**config.mk**
```make
export PLATFORM = sky130hd
export DESIGN_NAME = console_port
export DESIGN_NICKNAME = d
export VERILOG_FILES = /design/src/rtl/console_pkg.sv /design/src/rtl/console_bus_dec.sv /design/src/rtl/console_rx.sv /design/src/rtl/console_tx.sv /design/src/rtl/console_port.sv
export SDC_FILE = /design/constraint.sdc
export NUM_CORES = 1
export LEC_CHECK = 0
export CORE_UTILIZATION = 50
export CTS_BUF_LIST = sky130_fd_sc_hd__clkbuf_8
export CTS_CLUSTER_SIZE = 10
export DETAILED_ROUTE_END_ITERATION = 10
export GPL_TIMING_DRIVEN = 0
export PLACE_DENSITY = 0.88
export SLEW_MARGIN = 40
export SYNTH_ARGS = -nofsm -noshare
export SYNTH_HDL_FRONTEND = slang
export SYNTH_SLANG_ARGS = --single-unit
```
**constraint.sdc**
```tcl
create_clock -name clk_i -period 2.74 [get_ports clk_i]
set_clock_uncertainty 0.15 [all_clocks]
set_input_delay 0.548 -clock clk_i [delete_from_list [all_inputs] [get_ports clk_i]]
set_output_delay 0.548 -clock clk_i [all_outputs]
set_load 0.03 [all_outputs]
```
**src/rtl/console_pkg.sv**
```systemverilog
package console_pkg;
  localparam int CTS_BIT = 0;
  localparam int RXP_BIT = 1;

  typedef enum logic [1:0] {
    TX_IDLE = 2'd0,
    TX_RAW  = 2'd1,
    TX_HEX  = 2'd2
  } tx_state_e;

  function automatic logic [7:0] hex_char(input logic [3:0] nib);
    if (nib < 4'd10) return 8'h30 + {4'h0, nib};
    else             return 8'h37 + {4'h0, nib};
  endfunction
endpackage

```
**src/rtl/console_bus_dec.sv**
```systemverilog
module console_bus_dec (
  input  logic clk_i,
  input  logic rst_ni,
  input  logic sel_ni,
  input  logic ds_ni,
  input  logic rw_i,
  input  logic addr_i,
  output logic active_o,
  output logic rd_data_o,
  output logic rd_stat_o,
  output logic wr_raw_o,
  output logic wr_hex_o
);
  logic act_q;
  logic start;

  assign active_o = ~(sel_ni | ds_ni);

  always_ff @(posedge clk_i or negedge rst_ni) begin
    if (!rst_ni) act_q <= 1'b0;
    else         act_q <= active_o;
  end

  // one access per strobe low period
  assign start     = active_o & ~act_q;
  assign rd_data_o = start &  rw_i & ~addr_i;
  assign rd_stat_o = start &  rw_i &  addr_i;
  assign wr_raw_o  = start & ~rw_i & ~addr_i;
  assign wr_hex_o  = start & ~rw_i &  addr_i;
endmodule

```
**src/rtl/console_rx.sv**
```systemverilog
module console_rx #(
  parameter int DATA_W = 8
) (
  input  logic              clk_i,
  input  logic              rst_ni,
  input  logic              rx_valid_i,
  input  logic [DATA_W-1:0] rx_data_i,
  input  logic              clr_i,
  output logic [DATA_W-1:0] byte_o,
  output logic              pend_o
);
  always_ff @(posedge clk_i or negedge rst_ni) begin
    if (!rst_ni) begin
      byte_o <= '0;
      pend_o <= 1'b0;
    end else begin
      if (rx_valid_i)  byte_o <= rx_data_i;
      // arrival wins over a simultaneous clear
      if (rx_valid_i)  pend_o <= 1'b1;
      else if (clr_i)  pend_o <= 1'b0;
    end
  end
endmodule

```
**src/rtl/console_tx.sv**
```systemverilog
module console_tx
  import console_pkg::*;
#(
  parameter int DATA_W = 8
) (
  input  logic              clk_i,
  input  logic              rst_ni,
  input  logic              wr_raw_i,
  input  logic              wr_hex_i,
  input  logic [DATA_W-1:0] wdata_i,
  input  logic              tx_ready_i,
  output logic              tx_valid_o,
  output logic [DATA_W-1:0] tx_data_o,
  output logic              cts_o
);
  localparam int NIB   = DATA_W / 4;
  localparam int IDX_W = (NIB > 1) ? $clog2(NIB) : 1;

  tx_state_e         state_q;
  logic [DATA_W-1:0] byte_q;
  logic [IDX_W-1:0]  idx_q;
  logic [3:0]        nib;

  assign cts_o      = (state_q == TX_IDLE);
  assign tx_valid_o = ~cts_o;
  assign nib        = byte_q[idx_q*4 +: 4];

  always_comb begin
    case (state_q)
      TX_RAW:  tx_data_o = byte_q;
      TX_HEX:  tx_data_o = DATA_W'(hex_char(nib));
      default: tx_data_o = '0;
    endcase
  end

  always_ff @(posedge clk_i or negedge rst_ni) begin
    if (!rst_ni) begin
      state_q <= TX_IDLE;
      byte_q  <= '0;
      idx_q   <= '0;
    end else begin
      case (state_q)
        TX_IDLE: begin
          if (wr_raw_i) begin
            state_q <= TX_RAW;
            byte_q  <= wdata_i;
          end else if (wr_hex_i) begin
            state_q <= TX_HEX;
            byte_q  <= wdata_i;
            idx_q   <= IDX_W'(NIB - 1);
          end
        end
        TX_RAW: if (tx_ready_i) state_q <= TX_IDLE;
        TX_HEX: begin
          if (tx_ready_i) begin
            if (idx_q == '0) state_q <= TX_IDLE;
            else             idx_q   <= idx_q - 1'b1;
          end
        end
        default: state_q <= TX_IDLE;
      endcase
    end
  end
endmodule

```
**src/rtl/console_port.sv**
```systemverilog
module console_port
  import console_pkg::*;
#(
  parameter int DATA_W = 8
) (
  input  logic              clk_i,
  input  logic              rst_ni,
  input  logic              sel_ni,
  input  logic              ds_ni,
  input  logic              rw_i,
  input  logic              addr_i,
  input  logic [DATA_W-1:0] wdata_i,
  output logic [DATA_W-1:0] rdata_o,
  output logic              rdata_oe_o,
  input  logic              rx_valid_i,
  input  logic [DATA_W-1:0] rx_data_i,
  output logic              tx_valid_o,
  output logic [DATA_W-1:0] tx_data_o,
  input  logic              tx_ready_i
);
  logic              active, rd_data, rd_stat, wr_raw, wr_hex;
  logic [DATA_W-1:0] rx_byte, status;
  logic              rx_pend, cts, oe_q;

  console_bus_dec u_dec (
    .clk_i, .rst_ni, .sel_ni, .ds_ni, .rw_i, .addr_i,
    .active_o (active),
    .rd_data_o(rd_data),
    .rd_stat_o(rd_stat),
    .wr_raw_o (wr_raw),
    .wr_hex_o (wr_hex)
  );

  console_rx #(.DATA_W(DATA_W)) u_rx (
    .clk_i, .rst_ni, .rx_valid_i, .rx_data_i,
    .clr_i (rd_data),
    .byte_o(rx_byte),
    .pend_o(rx_pend)
  );

  console_tx #(.DATA_W(DATA_W)) u_tx (
    .clk_i, .rst_ni,
    .wr_raw_i(wr_raw),
    .wr_hex_i(wr_hex),
    .wdata_i,
    .tx_ready_i,
    .tx_valid_o,
    .tx_data_o,
    .cts_o(cts)
  );

  always_comb begin
    status          = '0;
    status[CTS_BIT] = cts;
    status[RXP_BIT] = rx_pend;
  end

  always_ff @(posedge clk_i or negedge rst_ni) begin
    if (!rst_ni) begin
      rdata_o <= '0;
      oe_q    <= 1'b0;
    end else begin
      if (rd_data)      rdata_o <= rx_byte;
      else if (rd_stat) rdata_o <= status;
      if (rd_data | rd_stat) oe_q <= 1'b1;
      else if (!active)      oe_q <= 1'b0;
    end
  end

  // bus released as soon as the strobe rises
  assign rdata_oe_o = oe_q & active;
endmodule

```
; ---- Yosys cells after proc, flatten, opt, wreduce, memory -nomap -nowiden
; Index checks and enable logic that the tools add are counted.
[classes]
n_addsub = 3
magnitude_cmp = 1
n_eq_ne = 8
shift = 1
mux = 21
bitwise_logic = 15
n_reduce_logical = 9
[op_table]
columns = cell, count
row1 = two-way mux 8 bit, 5
row2 = case mux 8 bit (2 select lines), 1
row3 = adder 6 x 4 -> 7 bit (first input constant), 2
row4 = two-way mux 2 bit, 5
row5 = nonzero test 2 bit, 5
row6 = bitwise AND 1 bit, 8
row7 = two-way mux 1 bit, 8
row8 = != test 2 bit (second input constant), 4
row9 = AND reduction 4 bit, 2
row10 = indexed part select 8 x 4 -> 4 bit, 1
row11 = case mux 2 bit (3 select lines), 1
row12 = inverter 1 bit, 5
row13 = less-than comparator 4 bit (second input constant), 1
row14 = != test 3 x 1 -> 1 bit (second input constant), 1
row15 = == test 2 x 1 -> 1 bit (second input constant), 1
row16 = == test 2 bit (second input constant), 1
row17 = zero test 2 bit, 1
row18 = != test 2 x 1 -> 1 bit (second input constant), 1
row19 = OR 1 bit, 2
row20 = case mux 1 bit (2 select lines), 1
row21 = AND reduction 2 bit, 1
row22 = subtractor 1 bit (second input constant), 1
[word_totals]
regBits = 30
inputBits = 24

; ---- Logic depth before layout (Yosys ltp)
; Gate-level depths: netlist (run 1).
[depth]
depth_word = 8
ltp_mapped = 7
ltp_nobuf = 6

; ---- Hierarchy
; Synthesis (run 1) repeated with hierarchy kept, for this count alone.
[unflattened]
cells_unflattened = 136
area_unflattened_um2 = 1557.7
[by_module_without_submodules]
columns = module, instances, cells_per_inst, area_each_um2
row1 = console_tx, 1, 82, 778.2
row2 = console_rx, 1, 20, 369.1
row3 = console_port, 1, 25, 339.1
row4 = console_bus_dec, 1, 9, 71.3

; ---- Worst setup path after synthesis (run 1)
; Ideal clock, no wire load.
[synth_path]
path_type = register -> output
from = register u_tx.idx_q
to = output port tx_data_o[4]
arrival_ns = 2.218
path_slack_ns = -0.176
path_stages_with_launch = 8
n_path_buf = 1
cell_sequence = dfrtp_1 buf_2 mux2i_1 ha_1 nor2b_1 o32ai_1 o21ai_0 a21boi_0
[synth_between]
elab_chain_cells = 4
word_cells_on_any_way = 6
cone_classes = add/sub (2) / order compare (1) / shift (1) / mux (2)
[synth_lines]
columns = element, line_no
row1 = from (decl), console_tx.sv:21  ; logic [IDX_W-1:0] idx_q;
row2 = from (signal assigned), console_tx.sv:50  ; idx_q <= IDX_W'(NIB - 1);
row3 = from (signal assigned), console_tx.sv:57  ; else idx_q <= idx_q - 1'b1;
row4 = indexed part select 8 x 4 -> 4 bit (*), console_tx.sv:26  ; assign nib = byte_q[idx_q*4 +: 4];
row5 = "adder 6 x 4 -> 7 bit, or another cell as far along", console_pkg.sv:13  ; else return 8'h37 + {4'h0, nib};
row6 = two-way mux 8 bit (*), console_pkg.sv:12  ; if (nib < 4'd10) return 8'h30 + {4'h0, nib};
row7 = case mux 8 bit (2 select lines) (*), console_tx.sv:29  ; case (state_q)
row8 = to (decl), console_port.sv:18  ; output logic [DATA_W-1:0] tx_data_o,
; Every way passes the cells marked *; elsewhere a longest branch is shown, timed or not.

; ---- Worst setup path in the final report (run 1)
[layout_path]
from = register u_tx.byte_q[1]
to = output port tx_data_o[2]
[layout_between]
elab_chain_cells = 4
word_cells_on_any_way = 6
cone_classes = add/sub (2) / order compare (1) / shift (1) / mux (2)
[layout_lines]
columns = element, line_no
row1 = from (decl), console_tx.sv:20  ; logic [DATA_W-1:0] byte_q;
row2 = from (signal assigned), console_tx.sv:46  ; byte_q <= wdata_i;
row3 = from (signal assigned), console_tx.sv:49  ; byte_q <= wdata_i;
row4 = indexed part select 8 x 4 -> 4 bit (*), console_tx.sv:26
row5 = "adder 6 x 4 -> 7 bit, or another cell as far along", console_pkg.sv:13
row6 = two-way mux 8 bit (*), console_pkg.sv:12
row7 = case mux 8 bit (2 select lines) (*), console_tx.sv:29
; Marked as above.

==> out/qor.yml, run 1 <==
place:
  place_congestion: 0.859
  detailed_place.area_sq_um: 1980
  detailedPlacementHpwl_microns: 2540
  dp_slack_ns: -0.522
  port_buffers: 40
global_route:
  grt-ovfl-total: 0
  largest_net_degree_at_the_start_of_global_routing: 31
  first_global_vias: 1343
  grt_antenna_before_repair: 0
  first_pass_grt_wire_length_microns: 6010
  global_route_usage_over_all_layers_pct: 24.3
timing:
  worst_hold_slack_after_final_layout_ns: 0.142
  min_period_over_period_pct: 99.1
  tightest_slew_ns: 0.661
  final_period_minus_worst_setup_slack_ns: 2.72
  final_critical_path_setup_slack_ns: 0.0246
  slew_headroom_pct: 56.0
  final-hold-violation-count: 0
  setup_violations: 0
  rsz0062_at_grt: "true"
  timing_max_transition_violations_final: 0
  fin_setup_tns_ns: 0
  fmax_ghz: 0.368
power_and_ir_drop:
  sequentialPowerShare_pct: 34.9
  share_comb_of_total_power_pct: 46.5
  power.clock.fraction_pct: 18.6
  p_leak_nw: 0.930
  internal-power_mw: 1.17
  design_power_total_mw: 1.95
  power.density_nw_per_um2: 908
  ir_worst_vdd_v: 0.000456
  power_switching_mw: 0.777
  power_switching_share_pct: 39.9
synth:
  synth-seq-area-share_pct: 48.5
  yosys_warnings: 0
  synth_seq_cells: 30
  synth_cells: 146
  synth_ff_type: "sky130_fd_sc_hd__dfrtp_1"
  synth-edff-count: 0
  post_synth_num_cell_types: 35
  synth-async-reset-ratio_pct: 100
  synth_area_per_cell_sq_um: 10.6
  synthesis.area_sq_um: 1550
  synth_net_count: 174
critical_path:
  reg2reg_depth: 6
  worst_setup_path_start_kind: "register"
  worst_ep_required_time_ns: 2.04
  worst_ep_arrival_time_ns: 2.02
  path_max_fanout: 6
  worst_setup_path_end_kind: "output port"
  worst-setup-path-type: "reg -> out"
clock_network:
  numClockSinks: 30
  tritoncts_clock_tree: "done"
  cts-htree-levels: 2
  cts.reportedPaths.clkPinSlew_ns: 0.07
  clkLatencyLatePin_ns: 0.28
  numCtsBuffers: 5
  max-clock-path-buffers: 2
  cts_root_cell: "sky130_fd_sc_hd__clkbuf_8"
floorplan:
  floorplan.die.width_microns: 57.7
  ios: 42
  start_util_pct: 54.3
  core_region_area_sq_um: 2850
  num_rows: 19
  die_h_microns: 57.7
  die_area_sq_um: 3320
route:
  first_iter_violations: 59
  viasPerCell: 5.88
  drt_first_pass_iters: 8
  wirelength_microns: 3720
  detail_route.drc_violations: 2
  ant_nets: 0
  routed_wire_length_per_instance_microns: 16.3
  via_count: 1341
finish:
  diodes: 0
  drive_gt1_share_pct: 24.4
  multi_input_area_sq_um: 806
  finalInstanceArea_sq_um: 2140
  syn2layout_area_growth_pct: 38.4
  final_nets: 224
  fillerInstances: 209
  ff_latch_area_sq_um: 752
status:
  run_status: "complete, but fails checks"
  violations: "design-rule violations"
run:
  max-cap-violations: 0
min_path:
  hold_path.class: "in -> async"
==> logic make-up (layout without fill, tap and decap cells) <==
family / count (synthesis) / in the layout / synth area share [%]
mux: 21 / 21 / 14.9
buf+inv: 11 / 62 / 2.75
simple gates: 48 / 48 / 17.2
compound gates: 31 / 31 / 12.9
fa+ha+maj: 4 / 4 / 3.23
flops: 30 / 30 / 48.5
xor+xnor: 1 / 1 / 0.566
==> worst max-delay path: stages (launching register included) <==
cell	delay, ns
sky130_fd_sc_hd__dfrtp_1	0.45
sky130_fd_sc_hd__or2_2	0.32
sky130_fd_sc_hd__o2bb2ai_1	0.22
sky130_fd_sc_hd__a211o_1	0.34
sky130_fd_sc_hd__nand3_1	0.09
sky130_fd_sc_hd__clkdlybuf4s15_2	0.30
==> per-layer routing <==
| layer | vias up | share of wire, % | GRT usage [%] |
|---|---|---|---|
| met5 | - | 0 | 0 |
| met4 | 0 | 3.1 | 13.6 |
| met3 | 19 | 6.8 | 7.59 |
| met2 | 83 | 51 | 41.4 |
| met1 | 626 | 39 | 27.1 |
| li1 | 613 | - | - |
==> layout make-up <==
cell class | count | area share, %
Buffer | 4 | 1.23
Clock buffer | 6 | 3.85
Clock inverter | 2 | 0.408
Inverter | 5 | 0.875
Multi-Input combinational cell | 105 | 37.6
Sequential cell | 30 | 35.1
Tap cell | 31 | 1.81
Timing Repair Buffer | 45 | 19.2
==> stage by stage <==
stage / util [%] / instances
after global routing: 75.2 / 228
final: 75.2 / 228
after global placement: 69.7 / 217
after detailed placement: 69.5 / 217
after CTS: 74.3 / 225
after floorplan: - / 146
==> layout by cell type (no fill, tap or decap), drive strengths merged, types with 2 or more instances in the layout <==
cell | synthesis | routed
clkdlybuf4s50 | 0 | 31
dfrtp | 30 | 30
nand2 | 17 | 17
mux2 | 16 | 16
o21ai | 13 | 13
buf | 1 | 11
clkbuf | 5 | 11
nand2b | 9 | 9
inv | 5 | 6
nand3 | 6 | 6
nor2b | 5 | 5
mux2i | 5 | 5
and2 | 4 | 4
ha | 4 | 4
a21oi | 3 | 3
nor2 | 2 | 2
o22ai | 2 | 2
a22o | 2 | 2
==> sequential cells by signal (all words and copies together) (netlist names) <==
register      flops
oe_q              1
u_dec.act_q       1
u_rx.pend_o       1
u_tx.byte_q       8
rdata_o           8
u_rx.byte_o       8
u_tx.idx_q        1
u_tx.state_q      2
==> power groups by stage <==
stage               logic, mW  registers (mW)  clock network, mW
global placement        0.762           0.662                  0
CTS                     0.844           0.671              0.369
global route            0.968           0.696              0.386
floorplan               0.493           0.682                  0
detailed placement      0.795           0.668                  0
finish                  0.906           0.680              0.362
==> path summary, 6_finish.rpt <==
check                      slack (ns)               to       startpoint
min in group clk_i               0.33       rdata_o[2]       rdata_o[2]
hold / removal                   0.14   u_tx.byte_q[2]           rst_ni
max in group asynchronous        1.83       u_tx.idx_q           rst_ni
setup / recovery                 0.02     tx_data_o[2]   u_tx.byte_q[1]
hold reg to reg                  0.33       rdata_o[2]       rdata_o[2]
setup reg to reg                 0.86  u_tx.state_q[0]  u_tx.state_q[1]
==> synthesized netlist by cell type, types with 2 or more instances <==
library cell / number / share of area [%]
sky130_fd_sc_hd__a22o_1: 2 / 1.1
sky130_fd_sc_hd__o21ai_0: 13 / 4.2
sky130_fd_sc_hd__mux2i_1: 5 / 3.2
sky130_fd_sc_hd__inv_1: 5 / 1.2
sky130_fd_sc_hd__nor2_1: 2 / 0.48
sky130_fd_sc_hd__and2_1: 4 / 1.6
sky130_fd_sc_hd__a21oi_1: 3 / 0.97
sky130_fd_sc_hd__nand2_1: 16 / 3.9
sky130_fd_sc_hd__nand2b_1: 9 / 3.6
sky130_fd_sc_hd__o22ai_1: 2 / 0.81
sky130_fd_sc_hd__dfrtp_1: 30 / 48
sky130_fd_sc_hd__nor2b_1: 5 / 2.0
sky130_fd_sc_hd__clkbuf_1: 5 / 1.2
sky130_fd_sc_hd__nand3_1: 6 / 1.9
sky130_fd_sc_hd__mux2_2: 16 / 12
sky130_fd_sc_hd__ha_1: 4 / 3.2
==> what timing repair did <==
action / CTS / global route
cloned: 0 / 0
hold buffers: 0 / 0
setup buffers: 2 / 3
resized for setup: 31 / 16
pin swaps: 0 / 1
setup endpoints to repair: 8 / 8
(Power assumes the default switching activity.)
==> inputs of run 2 (changes only) <==
--- a/config.mk
+++ b/config.mk
@@ -5,6 +5,7 @@
 export SDC_FILE = /design/constraint.sdc
 export NUM_CORES = 1
 export LEC_CHECK = 0
+export ABC_CLOCK_PERIOD_IN_PS = 2740
 export CORE_UTILIZATION = 50
 export CTS_BUF_LIST = sky130_fd_sc_hd__clkbuf_8
 export CTS_CLUSTER_SIZE = 10
==> results of run 2 <==
The final DEF is identical to that of run 1; final timing and power are the same.
==> inputs of run 3 (changes only) <==
--- a/config.mk
+++ b/config.mk
@@ -6,10 +6,12 @@
 export NUM_CORES = 1
 export LEC_CHECK = 0
 export ABC_CLOCK_PERIOD_IN_PS = 2740
+export CORE_ASPECT_RATIO = 0.5
 export CORE_UTILIZATION = 50
 export CTS_BUF_LIST = sky130_fd_sc_hd__clkbuf_8
 export CTS_CLUSTER_SIZE = 10
 export DETAILED_ROUTE_END_ITERATION = 10
+export GPL_ROUTABILITY_DRIVEN = 0
 export GPL_TIMING_DRIVEN = 0
 export PLACE_DENSITY = 0.88
 export SLEW_MARGIN = 40
==> out/qor.yml, run 3 (synthesis gave the netlist of run 1 again) <==
place:
  port_buffers: 40  # unchanged
  dp_slack_ns: -0.570  # -0.0483 ns
  detailedPlacementHpwl_microns: 2530  # -0.41%
  detailed_place.area_sq_um: 1990  # +0.38%
timing:
  tightest_slew_ns: 0.647  # -0.0134 ns
  timing_max_transition_violations_final: 0  # unchanged
  final_period_minus_worst_setup_slack_ns: 2.79  # +0.0738 ns
  fmax_ghz: 0.359  # -2.6%
  final_critical_path_setup_slack_ns: -0.0491  # -0.0738 ns
  min_period_over_period_pct: 102  # +2.7 points
  slew_headroom_pct: 56.9  # +0.89 points
  setup_violations: 1  # +1
  final-hold-violation-count: 0  # unchanged
  rsz0062_at_grt: "true"
finish:
  diodes: 0  # unchanged
  ff_latch_area_sq_um: 752  # unchanged
  reg_top3: "rdata_o x8, u_rx.byte_o x8, u_tx.byte_q x8"
  syn2layout_area_growth_pct: 38.3
  finalInstanceArea_sq_um: 2140  # -0.12%
  layout.cells.most_common: "sky130_fd_sc_hd__clkdlybuf4s50_1"
  fillerInstances: 181  # -13%
  layout.cells.most_common_list: "sky130_fd_sc_hd__clkdlybuf4s50_1, sky130_fd_sc_hd__dfrtp_1, sky130_fd_sc_hd__nand2_1, sky130_fd_sc_hd__mux2_2, sky130_fd_sc_hd__o21ai_0"
  multi_input_area_sq_um: 796  # -1.2%
  final_nets: 226  # +0.89%
  drive_gt1_share_pct: 24.7  # +0.38 points
critical_path:
  worst_setup_path_end_kind: "output port"
  worst_setup_path_start_kind: "register"
  critPathSlowestCell: "sky130_fd_sc_hd__dfrtp_2"
  kind_of_cell_adding_the_most_delay_to_the_critical_path: "compound AO/OA/AOI/OAI gates"
  crit_chain: "buf_8 -> mux2i_4 -> ha_2 -> nor2b_2 -> o32ai_2 -> o21ai_1 -> a21boi_1 -> buf_4"
  worst_ep_required_time_ns: 2.04  # about the same
  worst_ep_arrival_time_ns: 2.09  # +0.07 ns
  worst-setup-path-type: "reg -> out"
  worstReg2RegStart: "u_tx.state_q[0]"
  path_max_fanout: 4  # -2
  cp-startpoint: "u_tx.idx_q"
  crit_buf_inv: 2  # +1
  slowest_delay_ns: 0.41  # -0.04 ns
route:
  wirelength_microns: 3600  # -3.1%
  routed_wire_length_per_instance_microns: 15.3  # -6.0%
  first_iter_violations: 68  # +15%
  viasPerCell: 5.53  # -6.0%
  detail_route.drc_violations: 0  # -2
  via_count: 1299  # -3.1%
  drt_first_pass_iters: 4  # -4
  ant_nets: 0  # unchanged
floorplan:
  ios: 42  # unchanged
  die_h_microns: 41.4  # -28%
  floorplan.die.width_microns: 80.7  # +40%
  start_util_pct: 56.0  # +1.7 points
  num_rows: 13  # -6
  core_region_area_sq_um: 2770  # -3.1%
  die_area_sq_um: 3340  # +0.40%
clock_network:
  clkLatencyLatePin_ns: 0.28  # about the same
  numClockSinks: 30  # unchanged
  cts-htree-levels: 2  # unchanged
  cts_root_cell: "sky130_fd_sc_hd__clkbuf_8"
  cts.reportedPaths.clkPinSlew_ns: 0.06  # about the same
  numCtsBuffers: 5  # unchanged
  postCtsHoldBufs: 0  # unchanged
  tritoncts_clock_tree: "done"
  max-clock-path-buffers: 2  # unchanged
status:
  violations: "negative setup slack"
  run_status: "complete, but fails checks"
global_route:
  global_route_usage_over_all_layers_pct: 23.9  # -0.36 points
  grt_antenna_before_repair: 0  # unchanged
  largest_net_degree_at_the_start_of_global_routing: 31  # unchanged
  grt-ovfl-total: 0  # unchanged
  first_pass_grt_wire_length_microns: 5560  # -7.5%
  first_global_vias: 1204  # -10%
power_and_ir_drop:
  share_comb_of_total_power_pct: 46.0  # -0.5 points
  design_power_total_mw: 1.88  # -3.3%
  internal-power_mw: 1.13  # -3.3%
  power.clock.fraction_pct: 17.3  # -1.3 points
  power_switching_mw: 0.752  # -3.3%
  power_switching_share_pct: 39.9  # about the same
  p_leak_nw: 0.919  # -1.1%
  power.density_nw_per_um2: 879  # -3.2%
  sequentialPowerShare_pct: 36.7  # +1.8 points
  ir_worst_vdd_v: 0.000442  # -3.1%
run:
  max-cap-violations: 0  # unchanged
min_path:
  hold_path.class: "in -> async"
-- run 3: metrics by stage --
stage	TNS [ns]	cells	hold WS, ns	utilization [%]
finish	-0.0491	235	0.141	77.5
global route	-0.197	235	0.188	77.5
CTS	-0.0644	229	0.161	75.0
detailed placement	-1.40	223	0.333	72.0
global placement	-1.21	223	0.313	72.2
floorplan	0	146	0.102	-
-- run 3: path summary, 6_finish.rpt --
kind | slack (ns) | cells past startpoint | endpoint
max | -0.05 | 8 | tx_data_o[4]
min | 0.14 | 1 | u_rx.byte_o[0]
max reg2reg | 0.89 | 6 | u_tx.state_q[0]
min reg2reg | 0.35 | 2 | rdata_o[2]
max in group asynchronous | 1.84 | 1 | u_tx.idx_q
min in group clk_i | 0.35 | 2 | rdata_o[2]
-- run 3: area by class of cell --
class	instances	area share, %
Timing Repair Buffer	47	19.8
Sequential cell	30	35.1
Multi-Input combinational cell	105	37.1
Clock buffer	5	3.21
Inverter	5	0.876
Tap cell	37	2.16
Clock inverter	2	0.467
Buffer	4	1.23
-- run 3: power groups by stage --
stage / Clock, mW / Combinational (mW) / Sequential, mW
after floorplan: 0 / 0.493 / 0.682
after global placement: 0 / 0.762 / 0.663
after detailed placement: 0 / 0.788 / 0.676
after CTS: 0.329 / 0.801 / 0.671
after global routing: 0.352 / 0.937 / 0.701
final: 0.326 / 0.867 / 0.691
-- run 3: worst register-to-register path, delay by kind of cell (launching register included) --
kind            cells  cell delay (ns)
buf+inv             2             0.20
fa+ha+maj           1             0.29
flops               1             0.38
simple gates        1             0.50
compound gates      2             0.23
-- run 3: timing repair --
| action | in CTS | in global routing |
|---|---|---|
| pin swaps | 0 | 4 |
| setup buffers | 1 | 6 |
| resized for setup | 29 | 15 |
| setup endpoints to repair | 9 | 5 |
| gates cloned | 0 | 0 |
-- run 3: metal layers --
| metal | global-route usage (%) | part of all wire (%) |
|---|---|---|
| met2 | 45.8 | 52 |
| met1 | 28.1 | 42 |
| met4 | 11.6 | 0.56 |
| met5 | 0 | 0 |
| met3 | 4.13 | 5.1 |
